### config.mk
export PLATFORM = sky130hd
export DESIGN_NAME = interval_timer
export DESIGN_NICKNAME = d
export VERILOG_FILES = /design/src/rtl/interval_timer.sv
export SDC_FILE = /design/constraint.sdc
export NUM_CORES = 1
export LEC_CHECK = 0
export ABC_CLOCK_PERIOD_IN_PS = 3850
export BUFFER_PORTS_ARGS = -buffer_cell sky130_fd_sc_hd__buf_2
export CAP_MARGIN = 40
export CORE_ASPECT_RATIO = 0.5
export CORE_MARGIN = 1
export CORE_UTILIZATION = 43
export CTS_CLUSTER_DIAMETER = 120
export DETAILED_ROUTE_END_ITERATION = 8
export GPL_ROUTABILITY_DRIVEN = 0
export PLACE_DENSITY_LB_ADDON = 0.2
export SLEW_MARGIN = 10
export SYNTH_ARGS = -nofsm -noshare
export SYNTH_HDL_FRONTEND = slang
export SYNTH_SLANG_ARGS = --single-unit
### constraint.sdc
create_clock -name clk -period 3.85 [get_ports clk]
set_input_delay 0.9625 -clock clk [delete_from_list [all_inputs] [get_ports clk]]
set_output_delay 0.9625 -clock clk [all_outputs]
set_load 0.01 [all_outputs]
### src/rtl/interval_timer.sv
module interval_timer #(
  parameter int CNT_W = 16,
  parameter int BUS_W = 32,
  parameter int PRE_W = 8
) (
  input  logic             clk,
  input  logic             rst_n,
  input  logic [1:0]       reg_addr,
  input  logic             reg_we,
  input  logic [BUS_W-1:0] reg_wdata,
  output logic [BUS_W-1:0] reg_rdata,
  output logic             irq
);

  localparam logic [1:0] A_RELOAD = 2'd0;
  localparam logic [1:0] A_COUNT  = 2'd1;
  localparam logic [1:0] A_CTRL   = 2'd2;
  localparam logic [1:0] A_CLEAR  = 2'd3;

  logic [CNT_W-1:0] reload_q, cnt_q;
  logic [PRE_W-1:0] pre_q, pre_top;
  logic [1:0]       psel_q;
  logic             en_q, per_q, irq_q;

  wire reload_wr = reg_we && reg_addr == A_RELOAD;
  wire reload_ok = reload_wr && reg_wdata[BUS_W-1:CNT_W] == '0;
  wire ctrl_wr   = reg_we && reg_addr == A_CTRL;
  wire clear_wr  = reg_we && reg_addr == A_CLEAR;

  always_comb begin
    case (psel_q)
      2'b01:   pre_top = PRE_W'(15);
      2'b10:   pre_top = PRE_W'(255);
      default: pre_top = '0;
    endcase
  end

  wire step    = en_q && pre_q == pre_top;
  wire expire  = step && !reload_ok && cnt_q == CNT_W'(1);
  wire os_halt = step && !reload_ok && !per_q && cnt_q <= CNT_W'(1);

  always_ff @(posedge clk or negedge rst_n) begin
    if (!rst_n) begin
      reload_q <= '0;
      cnt_q    <= '0;
      pre_q    <= '0;
    end else if (reload_ok) begin
      reload_q <= reg_wdata[CNT_W-1:0];
      cnt_q    <= reg_wdata[CNT_W-1:0];
      pre_q    <= '0;
    end else if (step) begin
      pre_q <= '0;
      if (cnt_q != '0)  cnt_q <= cnt_q - CNT_W'(1);
      else if (per_q)   cnt_q <= reload_q;
    end else if (en_q) begin
      pre_q <= pre_q + PRE_W'(1);
    end
  end

  always_ff @(posedge clk or negedge rst_n) begin
    if (!rst_n) begin
      en_q   <= 1'b0;
      per_q  <= 1'b0;
      psel_q <= 2'b00;
    end else if (ctrl_wr) begin
      en_q   <= reg_wdata[0];
      per_q  <= reg_wdata[1];
      psel_q <= reg_wdata[3:2];
    end else if (os_halt) begin
      en_q <= 1'b0;
    end
  end

  always_ff @(posedge clk or negedge rst_n) begin
    if (!rst_n)        irq_q <= 1'b0;
    else if (expire)   irq_q <= 1'b1;
    else if (clear_wr) irq_q <= 1'b0;
  end

  assign irq = irq_q;

  always_comb begin
    reg_rdata = '0;
    case (reg_addr)
      A_RELOAD: reg_rdata[CNT_W-1:0] = reload_q;
      A_COUNT:  reg_rdata[CNT_W-1:0] = cnt_q;
      A_CTRL:   reg_rdata[3:0]       = {psel_q, per_q, en_q};
      default:  reg_rdata[0]         = irq_q;
    endcase
  end

  assert_reject_wide_R1: assert property (@(posedge clk) disable iff (!rst_n)
    (reload_wr && reg_wdata[BUS_W-1:CNT_W] != '0) |=> $stable(reload_q));

  assert_reload_write_R2: assert property (@(posedge clk) disable iff (!rst_n)
    reload_ok |=> (cnt_q == $past(reg_wdata[CNT_W-1:0]) && pre_q == '0));

  assert_periodic_reload_R4: assert property (@(posedge clk) disable iff (!rst_n)
    (step && per_q && cnt_q == '0 && !reload_ok) |=> cnt_q == $past(reload_q));

  assert_oneshot_halt_R5: assert property (@(posedge clk) disable iff (!rst_n)
    (step && !per_q && cnt_q == CNT_W'(1) && !reload_ok && !ctrl_wr) |=> (!en_q && cnt_q == '0));

  assert_irq_rise_R6: assert property (@(posedge clk) disable iff (!rst_n)
    (step && cnt_q == CNT_W'(1) && !reload_ok) |=> irq);

  assert_irq_sticky_R6: assert property (@(posedge clk) disable iff (!rst_n)
    (irq && !clear_wr) |=> irq);

  assert_clear_R7: assert property (@(posedge clk) disable iff (!rst_n)
    (clear_wr && !(step && cnt_q == CNT_W'(1) && !reload_ok)) |=> !irq);

  assert_hold_disabled_R8: assert property (@(posedge clk) disable iff (!rst_n)
    (!en_q && !reload_ok) |=> ($stable(cnt_q) && $stable(pre_q)));

endmodule

==> metrics.yaml, run 1 <==
clock_tree:
  post_cts_buffers: 0
  htreeDepth: 2
  clock_latency_ps: 290
  cts-root-buf: "clkbuf_16"
  cts.path.max_buffers: 2
  hold_buffers: 0
  cts_tree: "yes"
  cts_resized: 0
  clk_pin_slew_worst_paths_ps: 60
  cts-buffers-inserted: 5
  cts_sinks: 45
yosys:
  synth_area_leaders: "dfrtp_1, nand2_1, mux2i_1"
  synth_seq_cells: 45
  avgSynthCellArea_sq_um: 8.51
  yosysMostFrequentCell: "nand2_1"
  yosys.area.top_type: "dfrtp_1"
  synth_top_area_share_pct: 36.9
  ys_seq_area_share_pct: 36.9
  syn_inst: 359
  synth_edf_count: 0
  yosysUniqueCellTypes: 60
  synth.cell_area_sq_um: 3060
  async_flop_share_pct: 100
  ys.flop_type: "dfrtp_1"
  netlist_top_cells_count: "nand2_1, dfrtp_1, nor2_1, a21oi_1, mux2i_1"
  ys_warn_count: 0
power_and_ir_drop:
  internal_power_uw: 833
  power_density_nw_per_um2: 340
  p_seq_share_pct: 48.9
  pwr-share-clk_pct: 34.9
  p_switching_uw: 343
  combPwrFrac_pct: 16.2
  p_leak_nw: 1.57
  switching_share_pct: 29.1
  peakVddDrop_v: 0.000275
drt:
  wl_um: 7980
  wl_per_cell_um: 16.2
  ant_nets: 0
  viasPerCell: 5.60
  first_iter_violations: 190
  first_pass_iters: 5
  num_vias: 2761
  drc: 0
grt:
  grt_max_degree: 33
  grt_pass1_vias: 2597
  gr-total-overflow: 0
  grt_pass1_wl_um: 12900
  grt_usage_pct: 22.7
  antenna_found_initial: 0
outcome:
  status: "completed"
floorplan:
  die_area_sq_um: 7470
  fp.dieW_um: 121
  core_area_sq_um: 6780
  io_pins: 70
  initial_core_util_pct: 45.1
  row_count: 21
  die_h_um: 61.6
timing:
  skew_ps: 5.02
  relSlewSlack_pct: 42.6
  fin_crit_ps: 3130
  worst_slack_ps: 724
  finalSetupViolCount: 0
  rsz0062_at_grt: "no"
  slew_violations: 0
  tightestPinTransition_ps: 854
  period_share_pct: 81.2
  fin_tns_setup_ps: 0
  max_freq_mhz: 320
  finalHoldViolCount: 0
cells_and_area:
  diodes: 0
  nets: 444
  fillers: 681
  areaGrowthSynthToFinish_pct: 13.2
  seq_area_sq_um: 1130
  drive_above_1_share_pct: 20.0
  multi_input_area_sq_um: 1750
placed_design:
  dp_slack_ps: 729
  port_buffers: 53
  dp_hpwl_um: 5710
critical_path:
  cp_max_fo: 19
  arrival_ps: 2160
  worstPathRequired_ps: 2890
  endpoint_kind: "output port"
  worstSetupStartpointType: "input port"
  worst-setup-path-type: "in2out"
worst_hold_path:
  hp-class: "reg2reg"
run:
  cap_viol_max_count: 0
critical path, cell delays in order:
cell,delay (ps)
buf_2,470
mux4_2,570
buf_2,150
area by class of cell:
type / count / area share, %
Clock buffer: 5 / 3.62
Clock inverter: 1 / 0.145
Inverter: 5 / 0.542
Multi-Input combinational cell: 286 / 50.5
Sequential cell: 45 / 32.5
Tap cell: 92 / 3.33
Timing Repair Buffer: 59 / 9.33
final timing paths:
kind	startpoint	endpoint	slack (ps)	cells past startpoint
max reg2reg	cnt_q[0]	cnt_q[14]	810	8
min in group asynchronous	rst_n	reload_q[14]	580	1
min reg2reg	reload_q[4]	reload_q[4]	500	2
min	reload_q[4]	reload_q[4]	500	2
max	reg_addr[0]	reg_rdata[0]	720	3
max in group asynchronous	rst_n	pre_q[6]	2780	2
flip-flops by register name (all words and copies together) (netlist names):
| signal | flops |
|---|---|
| pre_q | 8 |
| reload_q | 16 |
| irq | 1 |
| per_q | 1 |
| cnt_q | 16 |
| psel_q | 2 |
| en_q | 1 |
cells in the final DEF, fill, tap and decap left out, types with 3 or more instances in the layout:
cell,instances
a211oi_1,5
buf_4,5
or4_1,6
buf_2,53
o21ai_0,16
mux2i_1,21
ha_1,5
nor2_1,35
nand3b_1,4
clkbuf_16,5
dfrtp_1,45
inv_1,5
or2_2,3
or3_1,3
nand2_1,60
nor3_1,7
nand4_1,3
nor3b_1,3
xor2_1,8
mux2_2,6
nor4_1,9
conb_1,16
xnor2_1,4
nand3_1,8
o2bb2ai_1,3
a21oi_1,23
per-layer routing:
| layer | GRT usage [%] | vias up | wire, um |
|---|---|---|---|
| li1 | - | 1325 | - |
| met1 | 30.1 | 1336 | 3770 |
| met2 | 38.8 | 89 | 3660 |
| met3 | 4.91 | 11 | 454 |
| met4 | 5.47 | 0 | 92 |
| met5 | 0 | - | 0 |
kinds of logic (layout without fill, tap and decap cells):
| group | Yosys count | count (layout) | synth area share, % |
|---|---|---|---|
| AO/OA/AOI/OAI | 68 | 68 | 14.6 |
| XOR/XNOR | 12 | 12 | 3.44 |
| adder cells (fa/ha/maj) | 5 | 5 | 2.05 |
| buffers and inverters | 43 | 70 | 7.82 |
| flip-flops | 45 | 45 | 36.9 |
| multiplexers | 28 | 28 | 9.83 |
| other | 1 | 16 | 0.123 |
| AND/OR/NAND/NOR | 157 | 157 | 25.3 |
per-stage QoR:
stage	cell area, sq um	hold WS, ps	util, %	power [mW]	instances
global placement	3310	475	48.8	0.756	486
finish	3460	499	51.0	1.18	493
detailed placement	3330	486	49.1	0.771	487
floorplan	3110	451	-	0.701	374
CTS	3460	502	51.0	1.18	493
global route	3460	531	51.0	1.24	493
power by group through the flow:
stage	combinational [mW]	sequential [mW]	clock (mW)
3_5_place_dp	0.191	0.580	0
2_1_floorplan	0.144	0.557	0
6_report	0.191	0.575	0.410
5_1_grt	0.217	0.582	0.436
4_1_cts	0.192	0.572	0.419
3_3_place_gp	0.180	0.577	0
Power figures use the tool's default switching activity.
==> run 2, diff against run 1 <==
- ABC_CLOCK_PERIOD_IN_PS: 3850 -> 3200
- clock period: 3.85 -> 3.2 ns (I/O delays scaled with it)
==> metrics.yaml, run 2 (same netlist as run 1, synthesis figures left out) <==
outcome:
  status: "completed"
critical_path:
  max_stage_delay_ps: 620  # +50 ps
  setup.worst_path.start: "cnt_q[0]"
  worstReg2RegStart: "cnt_q[0]"
  endpoint_kind: "flop"
  cp_slowest_cell: "or4b_2"
  cp_max_fo: 7  # -12
  critPathTopFamily: "simple AND/OR/NAND/NOR gates"
  crit_chain: "inv_1 -> ha_1 -> or4b_2 -> nor4_2 -> nor4_1 -> o311ai_0 -> nand3_1"
  worstSetupStartpointType: "flop"
  worst-setup-path-type: "reg2reg"
  critical_path_buf_inv_count: 1  # -1
  arrival_ps: 2960  # +800 ps
  worstPathRequired_ps: 3360  # +470 ps
clock_tree:
  htreeDepth: 2  # unchanged
  clock_latency_ps: 290  # about the same
  clk_pin_slew_worst_paths_ps: 60  # about the same
  cts-root-buf: "clkbuf_16"
  cts.path.max_buffers: 2  # unchanged
  hold_buffers: 0  # unchanged
  cts-buffers-inserted: 5  # unchanged
  cts_resized: 0  # unchanged
  post_cts_buffers: 0  # unchanged
  cts_sinks: 45  # unchanged
  cts_tree: "yes"
cells_and_area:
  final_cell_mix: "nand2_1, buf_2, dfrtp_1, nor2_1, a21oi_1"
  reg_top3: "cnt_q: 16 flops, reload_q: 16 flops, pre_q: 8 flops"
  diodes: 0  # unchanged
  nets: 449  # +1.1%
  areaGrowthSynthToFinish_pct: 14.9
  fin_area_sq_um: 3510  # +1.4%
  drive_above_1_share_pct: 20.9  # +0.93 points
  final_common_cell: "nand2_1"
  final_util_pct: 51.8  # +0.74 points
timing:
  finalSetupViolCount: 0  # unchanged
  slew_violations: 0  # unchanged
  whs_ps: 457  # -42.0 ps
  period_share_pct: 87.4
  skew_ps: 5.91  # +0.885 ps
  rsz0062_at_grt: "no"
  relSlewSlack_pct: 50.2  # +7.6 points
  finalHoldViolCount: 0  # unchanged
  fin_crit_ps: 2800
  fin_tns_setup_ps: 0  # unchanged
  max_freq_mhz: 357
  tightestPinTransition_ps: 740  # -114 ps
drt:
  wl_per_cell_um: 16.1  # -0.69%
  num_vias: 2831  # +2.5%
  first_iter_violations: 191  # +0.53%
  wl_um: 8020  # +0.51%
  viasPerCell: 5.67  # +1.3%
  ant_nets: 0  # unchanged
  drc: 0  # unchanged
  first_pass_iters: 4  # -1
power_and_ir_drop:
  totalPowerFinal_mw: 1.44  # +23%
  peakVddDrop_v: 0.000261  # -4.9%
  power_density_nw_per_um2: 411  # +21%
  p_leak_nw: 1.60  # +1.8%
floorplan:
  row_count: 21  # unchanged
  fp.dieW_um: 121  # unchanged
  die_area_sq_um: 7470  # unchanged
  die_h_um: 61.6  # unchanged
  io_pins: 70  # unchanged
  initial_core_util_pct: 45.1  # unchanged
  core_area_sq_um: 6780  # unchanged
grt:
  grt_max_degree: 29  # -12%
  grt_pass1_wl_um: 13000  # +0.97%
  gr-total-overflow: 0  # unchanged
  antenna_found_initial: 0  # unchanged
  grt_pass1_vias: 2625  # +1.1%
  grt_usage_pct: 23.4  # +0.69 points
worst_hold_path:
  hp-class: "in2async"
placed_design:
  placed_area_sq_um: 3370  # +1.1%
  dp_hpwl_um: 5830  # +2.2%
  port_buffers: 53  # unchanged
run:
  cap_viol_max_count: 0  # unchanged
-- run 2: cell count changes in the layout (fill, tap and decap cells not counted), sizes merged --
cell / before / now
clkbuf: 5 / 7
buf: 59 / 64
clkinv: 1 / 0
-- run 2: area by class of cell --
cell class	count	area [sq um]
clock buffer	7	143
fill	680	3270
inverter	5	18.8
multi-input combinational	286	1750
sequential	45	1130
tap	92	115
timing repair buffer	64	360
-- run 2: path summary, 6_finish.rpt --
kind                                end  slack (ps)  cells past startpoint
max                           cnt_q[11]         400                      7
min                         reload_q[9]         460                      1
max reg2reg                   cnt_q[11]         400                      7
min reg2reg                reload_q[11]         500                      2
max in group asynchronous   reload_q[0]        2220                      2
min in group clk           reload_q[11]         500                      2
-- run 2: per-layer routing --
metal  track usage [%]  up-vias  share of wire (%)
li1                  -     1351                  -
met1              31.6     1383                 48
met2              38.8       89                 45
met3              4.63        8                5.4
met4              7.23        0               0.99
met5                 0        -                  0
-- run 2: where the power goes --
part	internal, mW	leakage, nW	switching (mW)
registers	0.616	0.523	0.0725
clock network	0.307	0.0700	0.216
logic	0.109	1.01	0.120
-- run 2: stage by stage --
step	instances	setup slack, ps
3_5_place_dp	492	418
4_1_cts	499	421
2_1_floorplan	374	392
5_1_grt	499	267
6_report	499	402
3_3_place_gp	491	481
-- run 2: worst register-to-register path: cells and delay by family, from the launching register on --
family          cells  cell delay, ps
simple gates        4            1430
buf+inv             1             170
compound gates      1             390
flops               1             460
fa+ha+maj           1             220
==> run 3, diff against run 2 <==
- ABC_AREA: not set -> 1
==> metrics.yaml, run 3 <==
outcome:
  status: "completed"
critical_path:
  crit_chain: "buf_2 -> inv_1 -> nor2_1 -> inv_1 -> o21ai_0 -> buf_2"
  cp_max_fo: 14  # +7
  cp_slowest_cell: "inv_1"
  critical_path_buf_inv_count: 4  # +3
  endpoint_kind: "output port"
  arrival_ps: 1850  # -1110 ps
  critPathTopFamily: "buffers and inverters"
  max_stage_delay_ps: 270  # -350 ps
  worstPathRequired_ps: 2400  # -960 ps
  worstSetupStartpointType: "input port"
  worst-setup-path-type: "in2out"
clock_tree:
  cts_resized: 0  # unchanged
  hold_buffers: 0  # unchanged
  post_cts_buffers: 0  # unchanged
  clock_latency_ps: 300  # about the same
  cts.path.max_buffers: 2  # unchanged
  cts-buffers-inserted: 5  # unchanged
  htreeDepth: 2  # unchanged
  cts_sinks: 45  # unchanged
  cts_tree: "yes"
  cts-root-buf: "clkbuf_16"
  clk_pin_slew_worst_paths_ps: 60  # about the same
floorplan:
  row_count: 21  # unchanged
  initial_core_util_pct: 46.0  # +0.88 points
  fp.dieW_um: 124  # +1.9%
  die_h_um: 62.8  # +1.9%
  core_area_sq_um: 6910  # +1.9%
  io_pins: 70  # unchanged
  die_area_sq_um: 7750  # +3.8%
power_and_ir_drop:
  p_leak_nw: 1.95  # +22%
  power_density_nw_per_um2: 693  # +69%
  peakVddDrop_v: 0.000317  # +21%
  totalPowerFinal_mw: 2.49  # +73%
timing:
  fin_crit_ps: 2650  # -151 ps
  max_freq_mhz: 378  # +5.7%
  rsz0062_at_grt: "no"
  tightestPinTransition_ps: 497  # -243 ps
  relSlewSlack_pct: 66.8  # +17 points
  finalHoldViolCount: 0  # unchanged
  period_share_pct: 82.7  # -4.7 points
  finalSetupViolCount: 0  # unchanged
  fin_tns_setup_ps: 0  # unchanged
  slew_violations: 0  # unchanged
  skew_ps: 9.03  # +3.12 ps
grt:
  grtUsageMet3_pct: 4.38  # -0.25 points
  gr-usage-met2_pct: 34.9  # -3.9 points
  grt_pass1_wl_um: 13300  # +2.0%
  gr-total-overflow: 0  # unchanged
  grt_pass1_vias: 2782  # +6.0%
  grt_usage_pct: 22.5  # -0.91 points
  grt_use_met1_pct: 31.7  # +0.11 points
  antenna_found_initial: 0  # unchanged
  grt_max_degree: 32  # +10%
  top_usage_layer: "met2"
yosys:
  netlist_top_cells_count: "nand2_1, nor2_1, dfrtp_1, inv_1, nand3_1"
  syn_inst: 491  # +37%
  ys_seq_area_share_pct: 35.5  # -1.4 points
  synth_area_leaders: "dfrtp_1, nand2_1, nor2_1"
  yosys.area.top_type: "dfrtp_1"
  synth_top_area_share_pct: 35.5  # -1.4 points
  synth_edf_count: 0  # unchanged
  avgSynthCellArea_sq_um: 6.47  # -24%
  synth_seq_cells: 45  # unchanged
  yosysUniqueCellTypes: 34  # -43%
  ys.flop_type: "dfrtp_1"
  ys_warn_count: 0  # unchanged
  synth.cell_area_sq_um: 3180  # +3.9%
  yosysMostFrequentCell: "nand2_1"
  async_flop_share_pct: 100  # unchanged
drt:
  first_pass_iters: 5  # +1
  viasPerCell: 4.88  # -14%
  wl_um: 7970  # -0.56%
  first_iter_violations: 160  # -16%
  drc: 0  # unchanged
  num_vias: 3106  # +9.7%
  ant_nets: 0  # unchanged
  wl_per_cell_um: 12.5  # -22%
run:
  cap_viol_max_count: 0  # unchanged
cells_and_area:
  drive_above_1_share_pct: 15.3  # -5.6 points
  diodes: 0  # unchanged
  nets: 585  # +30%
  final_common_cell: "nand2_1"
  final_cell_mix: "nand2_1, nor2_1, buf_2, dfrtp_1, inv_1"
  fillers: 731  # +7.5%
  reg_top3: "cnt_q: 16 flops, reload_q: 16 flops, pre_q: 8 flops"
  areaGrowthSynthToFinish_pct: 13.2
  stdcell_count: 636  # +27%
worst_hold_path:
  hp-class: "in2async"
placed_design:
  placed_cells: 628  # +28%
  port_buffers: 53  # unchanged
  dp_hpwl_um: 5810  # -0.37%
[run 3: cell types whose count changed after synthesis, sizes merged, moves of 6 or more]
cell / previous run / this run
a21oi: 23 / 5
clkbuf: 16 / 2
inv: 5 / 47
mux2: 6 / 0
mux2i: 21 / 0
nand2: 60 / 199
nand3: 8 / 39
nor2: 35 / 73
nor3: 7 / 0
nor4: 10 / 0
o21ai: 16 / 32
or4: 7 / 0
xor2: 8 / 2
[run 3: path summary, 6_finish.rpt]
kind,slack (ps),startpoint,depth (start not counted),endpoint
setup reg to reg,1060,cnt_q[0],11,cnt_q[15]
setup / recovery,550,reg_addr[0],6,reg_rdata[14]
hold reg to reg,510,reload_q[13],2,reload_q[13]
max in group asynchronous,2060,rst_n,2,pre_q[4]
min in group clk,510,reload_q[13],2,reload_q[13]
hold / removal,410,rst_n,1,reload_q[7]
[run 3: layout make-up]
cell class                 count  area, sq um  area share [%]
multi-input combinational    388         1740            48.4
sequential                    45         1130            31.3
timing repair buffer          55          280            7.80
inverter                      48          188            5.22
clock buffer                   5          125            3.48
tap                           92          115            3.20
clock inverter                 3         21.3           0.592
[run 3: power breakdown]
group          internal, mW  switching, mW
Combinational         0.403          0.706
Sequential            0.691          0.152
Clock                 0.291          0.246
Total                  1.39           1.10
[run 3: per-layer routing]
layer / up-vias / share of wire (%)
li1: 1610 / -
met1: 1395 / 52
met2: 93 / 40
met3: 8 / 6.1
met4: 0 / 1.2
met5: - / 0
[run 3: worst register-to-register path, delay by kind of cell, from the launching register on]
kind | cells | cell delay (ps)
flops | 1 | 430
simple gates | 7 | 930
buf+inv | 3 | 510
fa+ha+maj | 1 | 160
[run 3: cells by family after synthesis]
kind of cell             after synthesis  synth area share [%]
AND/OR/NAND/NOR                      315                  41.4
buffers and inverters                 73                  11.6
AO/OA/AOI/OAI                         49                  8.67
flip-flops                            45                  35.5
adder cells (fa/ha/maj)                5                  1.97
XOR/XNOR                               3                 0.828
other                                  1                 0.118
[run 3: metrics by stage]
| step | util [%] | setup WS (ps) | hold slack (ps) | cell area, sq um |
|---|---|---|---|---|
| after detailed placement | 49.9 | 545 | 488 | 3450 |
| after CTS | 52.0 | 535 | 412 | 3590 |
| after floorplan | - | 878 | 466 | 3230 |
| after global placement | 49.9 | 553 | 485 | 3450 |
| after global routing | 52.0 | 368 | 425 | 3590 |
| final | 52.0 | 553 | 405 | 3590 |
